## config.mk

```make
export PLATFORM = sky130hd
export DESIGN_NAME = flash_status_rd
export DESIGN_NICKNAME = d
export VERILOG_FILES = /design/src/rtl/flash_status_rd.sv
export SDC_FILE = /design/constraint.sdc
export NUM_CORES = 1
export LEC_CHECK = 0
export ABC_AREA = 1
export BUFFER_PORTS_ARGS = -buffer_cell sky130_fd_sc_hd__buf_2
export CORE_MARGIN = 3
export CORE_UTILIZATION = 37
export CTS_CLUSTER_DIAMETER = 100
export DETAILED_ROUTE_END_ITERATION = 8
export HOLD_SLACK_MARGIN = 0.08
export PLACE_DENSITY_LB_ADDON = 0.25
export SLEW_MARGIN = 20
export SYNTH_ARGS = -nofsm -noshare
export SYNTH_HDL_FRONTEND = slang
export SYNTH_SLANG_ARGS = --single-unit
export TNS_END_PERCENT = 30
```

## constraint.sdc

```tcl
create_clock -name clk -period 1.9 [get_ports clk]
set_input_delay 0.285 -clock clk [delete_from_list [all_inputs] [get_ports clk]]
set_output_delay 0.285 -clock clk [all_outputs]
set_load 0.1 [all_outputs]
```

## src/rtl/flash_status_rd.sv

```systemverilog
module flash_status_rd #(
  parameter int AW        = 18,
  parameter int CW        = 16,
  parameter logic [7:0] MFR_CODE = 8'hDA,
  parameter logic [7:0] DEV_CODE = 8'h0B
) (
  input  logic          clk,
  input  logic          rst_n,
  input  logic          rd_en,
  input  logic [AW-1:0] rd_addr,
  input  logic [7:0]    arr_data,
  input  logic          start_op,
  input  logic          op_erase,
  input  logic [7:0]    wr_last_data,
  input  logic          id_mode,
  input  logic          lock_flag,
  input  logic [CW-1:0] prog_cycles,
  input  logic [CW-1:0] erase_cycles,
  output logic          busy,
  output logic [7:0]    dout,
  output logic          dout_oe
);

  localparam logic [AW-1:0] ADDR_MFR  = AW'(0);
  localparam logic [AW-1:0] ADDR_DEV  = AW'(1);
  localparam logic [AW-1:0] ADDR_LOCK = AW'(2);
  localparam logic [CW-1:0] CNT_ONE   = CW'(1);

  logic [CW-1:0] cnt;
  logic [CW-1:0] cnt_ld;
  logic          erase_q;
  logic          rd_q;
  logic          tgl;
  logic          tgl_nx;
  logic          rd_rise;
  logic [7:0]    d_nx;

  assign cnt_ld  = op_erase ? erase_cycles : prog_cycles;
  assign rd_rise = rd_en & ~rd_q;
  assign tgl_nx  = busy ? (rd_rise ? ~tgl : tgl) : 1'b0;

  always_ff @(posedge clk or negedge rst_n) begin
    if (!rst_n) begin
      busy    <= 1'b0;
      cnt     <= '0;
      erase_q <= 1'b0;
    end else if (!busy) begin
      if (start_op) begin
        busy    <= 1'b1;
        cnt     <= (cnt_ld == '0) ? CNT_ONE : cnt_ld;
        erase_q <= op_erase;
      end
    end else if (cnt == CNT_ONE) begin
      busy <= 1'b0;
      cnt  <= '0;
    end else begin
      cnt <= cnt - CNT_ONE;
    end
  end

  always_ff @(posedge clk or negedge rst_n) begin
    if (!rst_n) begin
      rd_q <= 1'b0;
      tgl  <= 1'b0;
    end else begin
      rd_q <= rd_en;
      tgl  <= tgl_nx;
    end
  end

  always_comb begin
    d_nx = arr_data;
    if (busy) begin
      d_nx[7] = erase_q ? 1'b0 : ~wr_last_data[7];
      d_nx[6] = tgl_nx;
    end else if (id_mode) begin
      if (rd_addr == ADDR_MFR)       d_nx = MFR_CODE;
      else if (rd_addr == ADDR_DEV)  d_nx = DEV_CODE;
      else if (rd_addr == ADDR_LOCK) d_nx = {7'b0, lock_flag};
    end
  end

  always_ff @(posedge clk or negedge rst_n) begin
    if (!rst_n) begin
      dout    <= '0;
      dout_oe <= 1'b0;
    end else begin
      dout    <= rd_en ? d_nx : 8'h00;
      dout_oe <= rd_en;
    end
  end

  AST_PROG_POLL: assert property (@(posedge clk) disable iff (!rst_n)
    (busy && !erase_q && rd_en) |=> (dout[7] == ~$past(wr_last_data[7])));
  AST_ERASE_POLL: assert property (@(posedge clk) disable iff (!rst_n)
    (busy && erase_q && rd_en) |=> (dout[7] == 1'b0));
  AST_TGL_HOLD: assert property (@(posedge clk) disable iff (!rst_n)
    (busy && $past(busy) && rd_en && rd_q) |=> $stable(dout[6]));
  AST_IDLE_STAYS: assert property (@(posedge clk) disable iff (!rst_n)
    (!busy && !start_op) |=> !busy);
  AST_START_BUSY: assert property (@(posedge clk) disable iff (!rst_n)
    (!busy && start_op) |=> busy);
  AST_OE_ON: assert property (@(posedge clk) disable iff (!rst_n)
    rd_en |=> dout_oe);
  AST_OE_OFF: assert property (@(posedge clk) disable iff (!rst_n)
    !rd_en |=> (!dout_oe && dout == 8'h00));

endmodule

```

==> impl_metrics.yaml, run 1 <==
drt:
  wl_per_cell_um: 10.5
  first_pass_iters: 4
  ant_nets: 0
  drt_iter0_markers: 124
  drc: 0
  vias: 2116
  routed_wirelength_mm: 4.84
  via_per_inst: 4.60
power_and_ir_drop:
  power-per-cell-area_nw_per_um2: 792
  ir_worst_vdd_mv: 0.345
  finalPower_mw: 2.00
  power_leakage_nw: 1.35
floorplan:
  row_count: 26
  coreArea_um2: 5200
  dieArea_um2: 6380
  start_util: 0.388
  num_io_pins: 83
  fp.dieW_um: 79.9
  die-height_um: 79.9
logic_synthesis:
  avgSynthCellArea_um2: 6.43
  syn-cell-area_um2: 2020
  synthXorXnorAreaFrac: 0.0217
  synth_edf_count: 0
  yosys_warnings: 0
  async_flop_share: 1.00
  synth_fp_nets: 389
  synth_top_family_by_area: "simple AND/OR/NAND/NOR gates"
  yosys.area.top_type_share: 0.347
  synthMostInstantiatedCell: "nand2_1"
  synth_common_cells: "nand2_1, nor2_1, dfrtp_1"
  yosys_register_bits: 28
  synthAdderAreaFrac: 0.0124
  yosysTopAreaCell: "dfrtp_1"
  synthSimpleGateAreaFrac: 0.435
  syn_inst: 314
  synth.distinct_cells: 30
  synth.top_cells.by_area: "dfrtp_1, nand2_1, nor2_1, nand3_1, inv_1"
  synth-main-ff-cell: "dfrtp_1"
  synth_compound_area_frac: 0.0949
  synth_mux_area_frac: 0
  seq_area_frac_synth: 0.347
worst_setup_path:
  reg2reg_setup_slack_ps: 380
  cp_cell_sequence: "inv_1 > ha_1 > nand3_1 > nor2_1 > nand2_1 > o21ai_0 > nand2_1 > o21ai_0"
  r2r_end: "cnt[12]"
  reg2regPathDepth: 8
  start_kind: "flop"
  timing.rr.start: "cnt[0]"
  end_kind: "flop"
  arrival_ps: 1730
  crit_slowest_cell: "dfrtp_1"
  path_max_fanout: 5
  max_stage_delay_ps: 460
  cp.required_ps: 2110
  crit_type: "reg2reg"
layout:
  diodes: 0
  layout-drive-gt1-share: 0.259
  area_growth_pct: 25.2
  fin_nets: 466
global_route:
  grt_pass1_vias: 1997
  grt_max_degree: 29
  grt_pass1_wl_mm: 8.52
  grt_usage: 0.164
  grt-ovfl-total: 0
  antenna_found_initial: 0
timing:
  worstMarginPinSlew_ps: 653
  fin_skew_ps: 1.45
  grt_setup_unrepaired: "false"
  hold_violations: 0
  tns_ps: 0
  setup_violations: 0
  finalMaxSlewViolations: 0
  fin_crit_sh: 0.801
  slew_headroom: 0.565
  max_freq_mhz: 657
  fin_crit_ps: 1520
hold_path:
  hold_depth: 1
  hold_path_end: "dout_oe"
  hold_path.class: "in2reg"
  hold_start: "rd_en"
flow_run:
  drv_cap: 0
placed_design:
  dp.final_hpwl_mm: 3.88
  globalplace.congestion: 0.797
  io_buffers: 75
clock_tree:
  cts.sinks: 28
  htreeDepth: 1
  cts.path.max_buffers: 2
  cts_root_buffer: "clkbuf_8"
  clk_pin_slew_worst_paths_ps: 100
  tritoncts: "yes"
  clock_latency_ps: 280
  cts_buffers: 3
  cts.repair.resized: 0
  cts_setup_buffers: 0
outcome:
  outcome: "finished, final reports clean"
[registers in the layout, indices dropped and copies added (netlist names)]
name,count
cnt,16
erase_q,1
dout_oe,1
tgl,1
busy,1
dout,8
[critical path, delay by kind of cell (launching register included)]
family,cells,cell delay (ps)
compound gates,2,220
fa+ha+maj,1,200
buf+inv,1,90
flops,1,460
simple gates,4,480
[area by class of cell]
| cell class | instances | area, um^2 |
|---|---|---|
| multi-input cells | 249 | 1140 |
| fillers | 539 | 2680 |
| clock buffers | 3 | 41.3 |
| repair buffers | 80 | 415 |
| clock inverters | 1 | 30.0 |
| flip-flops and latches | 28 | 701 |
| inverters | 29 | 114 |
| well taps | 70 | 87.6 |
[cell families (layout without fill, tap and decap cells)]
| kind of cell | Yosys count | in the layout |
|---|---|---|
| fa+ha+maj | 2 | 2 |
| xor+xnor | 5 | 5 |
| compound gates | 34 | 34 |
| simple gates | 208 | 208 |
| flops | 28 | 28 |
| buf+inv | 37 | 113 |
[through the flow]
stage                     instances  setup WS, ps  instance area, um^2  utilization  hold WS, ps
after global placement          455           410                 2450        0.470          351
after global routing            460           153                 2530        0.486          187
after CTS                       460           364                 2530        0.486          182
final                           460           378                 2530        0.486          188
after detailed placement        455           392                 2450        0.470          359
after floorplan                 314          36.4                 2020            -        -10.6
[per-layer routing]
| layer | routed length, um | share of wire | vias up | GRT usage |
|---|---|---|---|---|
| li1 | - | - | 1142 | - |
| met1 | 2410 | 0.50 | 912 | 0.230 |
| met2 | 2140 | 0.44 | 57 | 0.265 |
| met3 | 218 | 0.045 | 5 | 0.0147 |
| met4 | 72 | 0.015 | 0 | 0.0507 |
| met5 | 0 | 0 | - | 0 |
[timing repair]
action / in CTS / in global routing
setup endpoints to repair: 0 / 0
hold buffers: 1 / 0
endpoints found under the hold margin: 28 / 0
[worst max path at each step]
stage / start / slack [ps] / to / cells past startpoint
after global placement: cnt[0] / 410 / cnt[12] / 8
after floorplan: busy / 40 / cnt[1] / 4
final: cnt[0] / 380 / cnt[12] / 8
after detailed placement: cnt[0] / 390 / cnt[12] / 8
after global routing: cnt[11] / 150 / cnt[11] / 10
after CTS: cnt[0] / 360 / cnt[12] / 8
[power by group]
part | internal (mW) | total [mW] | leakage (nW) | switching (mW)
Sequential | 0.722 | 0.856 | 0.333 | 0.134
Clock | 0.283 | 0.482 | 0.0357 | 0.200
Combinational | 0.257 | 0.664 | 0.986 | 0.408
Total | 1.26 | 2.00 | 1.35 | 0.742
[placed cells by master, fill, tap and decap left out]
cell type      instances
a21oi_1                8
a21oi_2                2
a31oi_1                7
buf_2                 75
buf_4                  4
bufinv_16              1
clkbuf_8               3
clkinv_1               2
dfrtp_1               28
dlygate4sd3_1          1
ha_1                   2
inv_1                 26
inv_6                  1
nand2_1              111
nand2_2                9
nand3_1               22
nand3b_1               1
nand4_1                2
nor2_1                54
nor2_2                 2
nor2_4                 1
nor3_1                 2
nor3_2                 1
nor3_4                 1
nor4_1                 1
o21ai_0               15
o221ai_1               1
o22ai_1                1
or2_2                  1
xor2_1                 5
(Power assumes the default switching activity.)
==> inputs of run 2 (changes only) <==
clock period = 1.3 ns   (was 1.9 ns; I/O delays follow)
==> impl_metrics.yaml, run 2 (same netlist as run 1, synthesis figures left out) <==
placed_design:
  io_buffers: 75
  dp_cells: 491
  dp.final_hpwl_mm: 4.38
  globalplace.congestion: 0.806
power_and_ir_drop:
  power_leakage_nw: 1.58
  ir_worst_vdd_mv: 0.747
  power-per-cell-area_nw_per_um2: 1170
drt:
  vias: 2325
  ant_nets: 0
  drt_iter0_markers: 88
  routed_wirelength_mm: 5.42
  first_pass_iters: 4
  via_per_inst: 4.64
  drc: 0
  wl_per_cell_um: 10.8
hold_path:
  hold_start: "arr_data[5]"
  hold_path.class: "in2reg"
  hold_path_end: "dout[5]"
  hold_depth: 3
worst_setup_path:
  end_kind: "flop"
  cp.required_ps: 1480
  timing.rr.start: "cnt[2]"
  arrival_ps: 1610
  reg2regPathDepth: 7
  r2r_end: "cnt[12]"
  path_max_fanout: 4
  start_kind: "flop"
  crit_type: "reg2reg"
  cp-startpoint: "cnt[2]"
  reg2reg_setup_slack_ps: -130
timing:
  grt_setup_unrepaired: "true"
  max_freq_mhz: 698
  finalMaxSlewViolations: 0
  worstMarginPinSlew_ps: 492
  fin_skew_ps: 6.43
  fin_crit_ps: 1430
  setup_ws_ps: -133
  fin_crit_sh: 1.10
  slew_headroom: 0.674
  hold_violations: 0
  whs_ps: 106
  tns_ps: -1250
  setup_violations: 17
layout:
  layout_commonest_cell: "nand2_1"
  mostFrequentLayoutCells: "nand2_1, buf_2, nor2_1"
  largest-register: "cnt"
  layout-drive-gt1-share: 0.392
  fin_nets: 507
  largestRegisters: "cnt x16, dout x8"
  fillers: 486
  area_growth_pct: 48.0
  finalNonFillerCells: 501
  diodes: 0
  largest_reg_flops: 16
floorplan:
  fp.dieW_um: 79.9
  row_count: 26
  start_util: 0.388
  coreArea_um2: 5200
  num_io_pins: 83
  die-height_um: 79.9
  dieArea_um2: 6380
global_route:
  antenna_found_initial: 0
  grt_pass1_wl_mm: 9.10
  grt_pass1_vias: 2146
  grt_max_degree: 27
  grt_usage: 0.177
  grt-ovfl-total: 0
clock_tree:
  cts.sinks: 28
  clk_pin_slew_worst_paths_ps: 100
  clock_latency_ps: 290
  htreeDepth: 1
  cts.path.max_buffers: 2
  cts_root_buffer: "clkbuf_8"
  cts_buffers: 3
  tritoncts: "yes"
flow_run:
  drv_cap: 0
outcome:
  violations: "setup timing"
  outcome: "finished, violations left"
==> run 2: changes by cell type in the layout (fill, tap and decap cells not counted), sizes merged <==
cell	change
clkbuf	+1
buf	+40
==> run 2: layout make-up <==
type | instances | area [um^2] | area share
Sequential cell | 28 | 707 | 0.237
Clock buffer | 3 | 41.3 | 0.0138
Tap cell | 70 | 87.6 | 0.0293
Inverter | 29 | 124 | 0.0415
Multi-Input combinational cell | 249 | 1240 | 0.417
Timing Repair Buffer | 121 | 752 | 0.252
Clock inverter | 1 | 30.0 | 0.0101
==> run 2: worst max-delay path, cell delays in order, from the launching register on <==
cell and delay, ps:
dfrtp_1 440, nor2_2 180, nand2_2 90, nor2_4 160, a21oi_4 80, buf_4 160, a21oi_1 130, o21ai_1 70
==> run 2: what timing repair did <==
item	4_1_cts	5_1_grt
pin swaps	10	9
setup endpoints to repair	17	25
endpoints found under the hold margin	10	0
resized for setup	12	21
setup buffers	3	2
hold buffers	1	0
==> run 2: power breakdown <==
part	internal [mW]	leakage [nW]	total, mW	switching (mW)
logic	0.770	1.21	1.58	0.805
clock network	0.413	0.0357	0.708	0.295
registers	1.06	0.331	1.21	0.154
==> run 2: routing by layer <==
metal  up-vias  global-route usage  share of wire
li1       1228                   -              -
met3         7              0.0169          0.037
met5         -                   0              0
met1      1041               0.243           0.47
met2        49               0.298           0.48
met4         0              0.0439          0.012
==> run 2: worst max-delay path by stage <==
stage / to / slack, ps / cells past startpoint
4_1_cts: cnt[15] / -120 / 8
6_report: cnt[12] / -130 / 7
5_1_grt: cnt[13] / -250 / 8
3_3_place_gp: cnt[7] / -90 / 7
2_1_floorplan: dout[0] / -20 / 6
3_5_place_dp: cnt[12] / -120 / 7
==> run 2: per-stage QoR <==
step           worst slack, ps   util  power, mW  cell area, um^2
4_1_cts                   -118  0.557       3.43             2900
5_1_grt                   -254  0.574       3.73             2990
3_5_place_dp              -125  0.531       2.64             2760
2_1_floorplan            -21.1      -       1.98             2070
6_report                  -133  0.574       3.49             2990
3_3_place_gp             -85.5  0.531       2.60             2760
==> inputs of run 3 (changes only) <==
clock period = 1.7 ns   (was 1.3 ns; I/O delays follow)
==> impl_metrics.yaml, run 3 (same netlist as run 1, synthesis figures left out) <==
outcome:
  outcome: "finished, final reports clean"
layout:
  layout-drive-gt1-share: 0.266
  largestRegisters: "cnt x16, dout x8"
  largest_reg_flops: 16
  layout_commonest_cell: "nand2_1"
  area_growth_pct: 26.4
  fin_nets: 467
  finalNonFillerCells: 461
  fillers: 563
  mostFrequentLayoutCells: "nand2_1, buf_2, nor2_1"
  largest-register: "cnt"
  diodes: 0
flow_run:
  drv_cap: 0
clock_tree:
  htreeDepth: 1
  clock_latency_ps: 280
  cts_buffers: 3
  tritoncts: "yes"
  cts_setup_buffers: 0
  cts.sinks: 28
  cts.path.max_buffers: 2
  cts_root_buffer: "clkbuf_8"
  clk_pin_slew_worst_paths_ps: 100
global_route:
  use_met3: 0.0158
  top_usage_layer: "met2"
  grt_max_degree: 29
  grt_pass1_vias: 1966
  grt_pass1_wl_mm: 8.32
  grt.met1_usage: 0.222
  antenna_found_initial: 0
  grt_usage: 0.161
  met2_usage: 0.268
  grt-ovfl-total: 0
timing:
  fin_skew_ps: 2.05
  grt_setup_unrepaired: "false"
  fin_crit_sh: 0.890
  fin_crit_ps: 1510
  worstMarginPinSlew_ps: 490
  slew_headroom: 0.676
  finalMaxSlewViolations: 0
  hold_violations: 0
  setup_violations: 0
  tns_ps: 0
  setup_ws_ps: 187
  max_freq_mhz: 661
drt:
  via_per_inst: 4.59
  first_pass_iters: 4
  wl_per_cell_um: 10.4
  drc: 0
  vias: 2115
  drt_iter0_markers: 135
  routed_wirelength_mm: 4.81
  ant_nets: 0
power_and_ir_drop:
  power_leakage_nw: 1.37
  power-per-cell-area_nw_per_um2: 876
  ir_worst_vdd_mv: 0.333
floorplan:
  start_util: 0.388
  row_count: 26
  fp.dieW_um: 79.9
  die-height_um: 79.9
  coreArea_um2: 5200
  dieArea_um2: 6380
  num_io_pins: 83
worst_setup_path:
  cp.required_ps: 1880
  crit_type: "reg2reg"
  end_kind: "flop"
  start_kind: "flop"
  arrival_ps: 1690
  path_max_fanout: 6
placed_design:
  pre_cts_ws_ps: 192
  globalplace.congestion: 0.831
  io_buffers: 75
  dp_cells: 456
  dp.final_hpwl_mm: 3.86
hold_path:
  hold_path.class: "in2reg"
## run 3: repair_timing
item / 4_1_cts / 5_1_grt
hold endpoints to repair: 28 / 0
hold buffers: 1 / 0
setup endpoints to repair: 0 / 1
gates resized for setup: 0 / 1
## run 3: layout make-up
cell class	count	area (um^2)	area share
sequential	28	702	0.275
tap	70	87.6	0.0343
multi-input combinational	249	1140	0.447
inverter	29	114	0.0446
timing repair buffer	81	435	0.171
clock buffer	3	41.3	0.0162
clock inverter	1	30.0	0.0118
## run 3: final timing paths
check / depth (start not counted) / slack [ps] / from / to
min: 1 / 160 / rd_en / dout_oe
max in group asynchronous: 3 / 920 / rst_n / busy
min reg2reg: 2 / 490 / erase_q / erase_q
max: 10 / 190 / cnt[11] / cnt[11]
min in group asynchronous: 3 / 500 / rst_n / dout[5]
max reg2reg: 10 / 190 / cnt[11] / cnt[11]
## run 3: where the power goes
part	switching [mW]	internal (mW)
clock network	0.221	0.316
registers	0.149	0.807
logic	0.456	0.288
## run 3: routing by layer
layer	vias up	routed length [um]
met5	-	0
met2	56	2110
li1	1139	-
met1	915	2460
met4	0	62
met3	5	178
## run 3: through the flow
step                utilization  power (mW)  area (um^2)  hold WS (ps)
floorplan                     -        1.51         2020         -40.6
global placement          0.474        1.70         2470           285
detailed placement        0.474        1.71         2470           282
CTS                       0.490        2.25         2550           157
global route              0.490        2.41         2550           160
finish                    0.490        2.24         2550           162
## run 3: worst max-delay path, cell delays in order (launching register included)
cell	delay [ps]
dfrtp_1	430
nor2_1	190
nand2_1	70
nor2_1	180
nand2_1	100
nand2_1	180
nor2_1	60
nand2_1	60
nand2_1	50
nand2_1	50
nand2_1	50
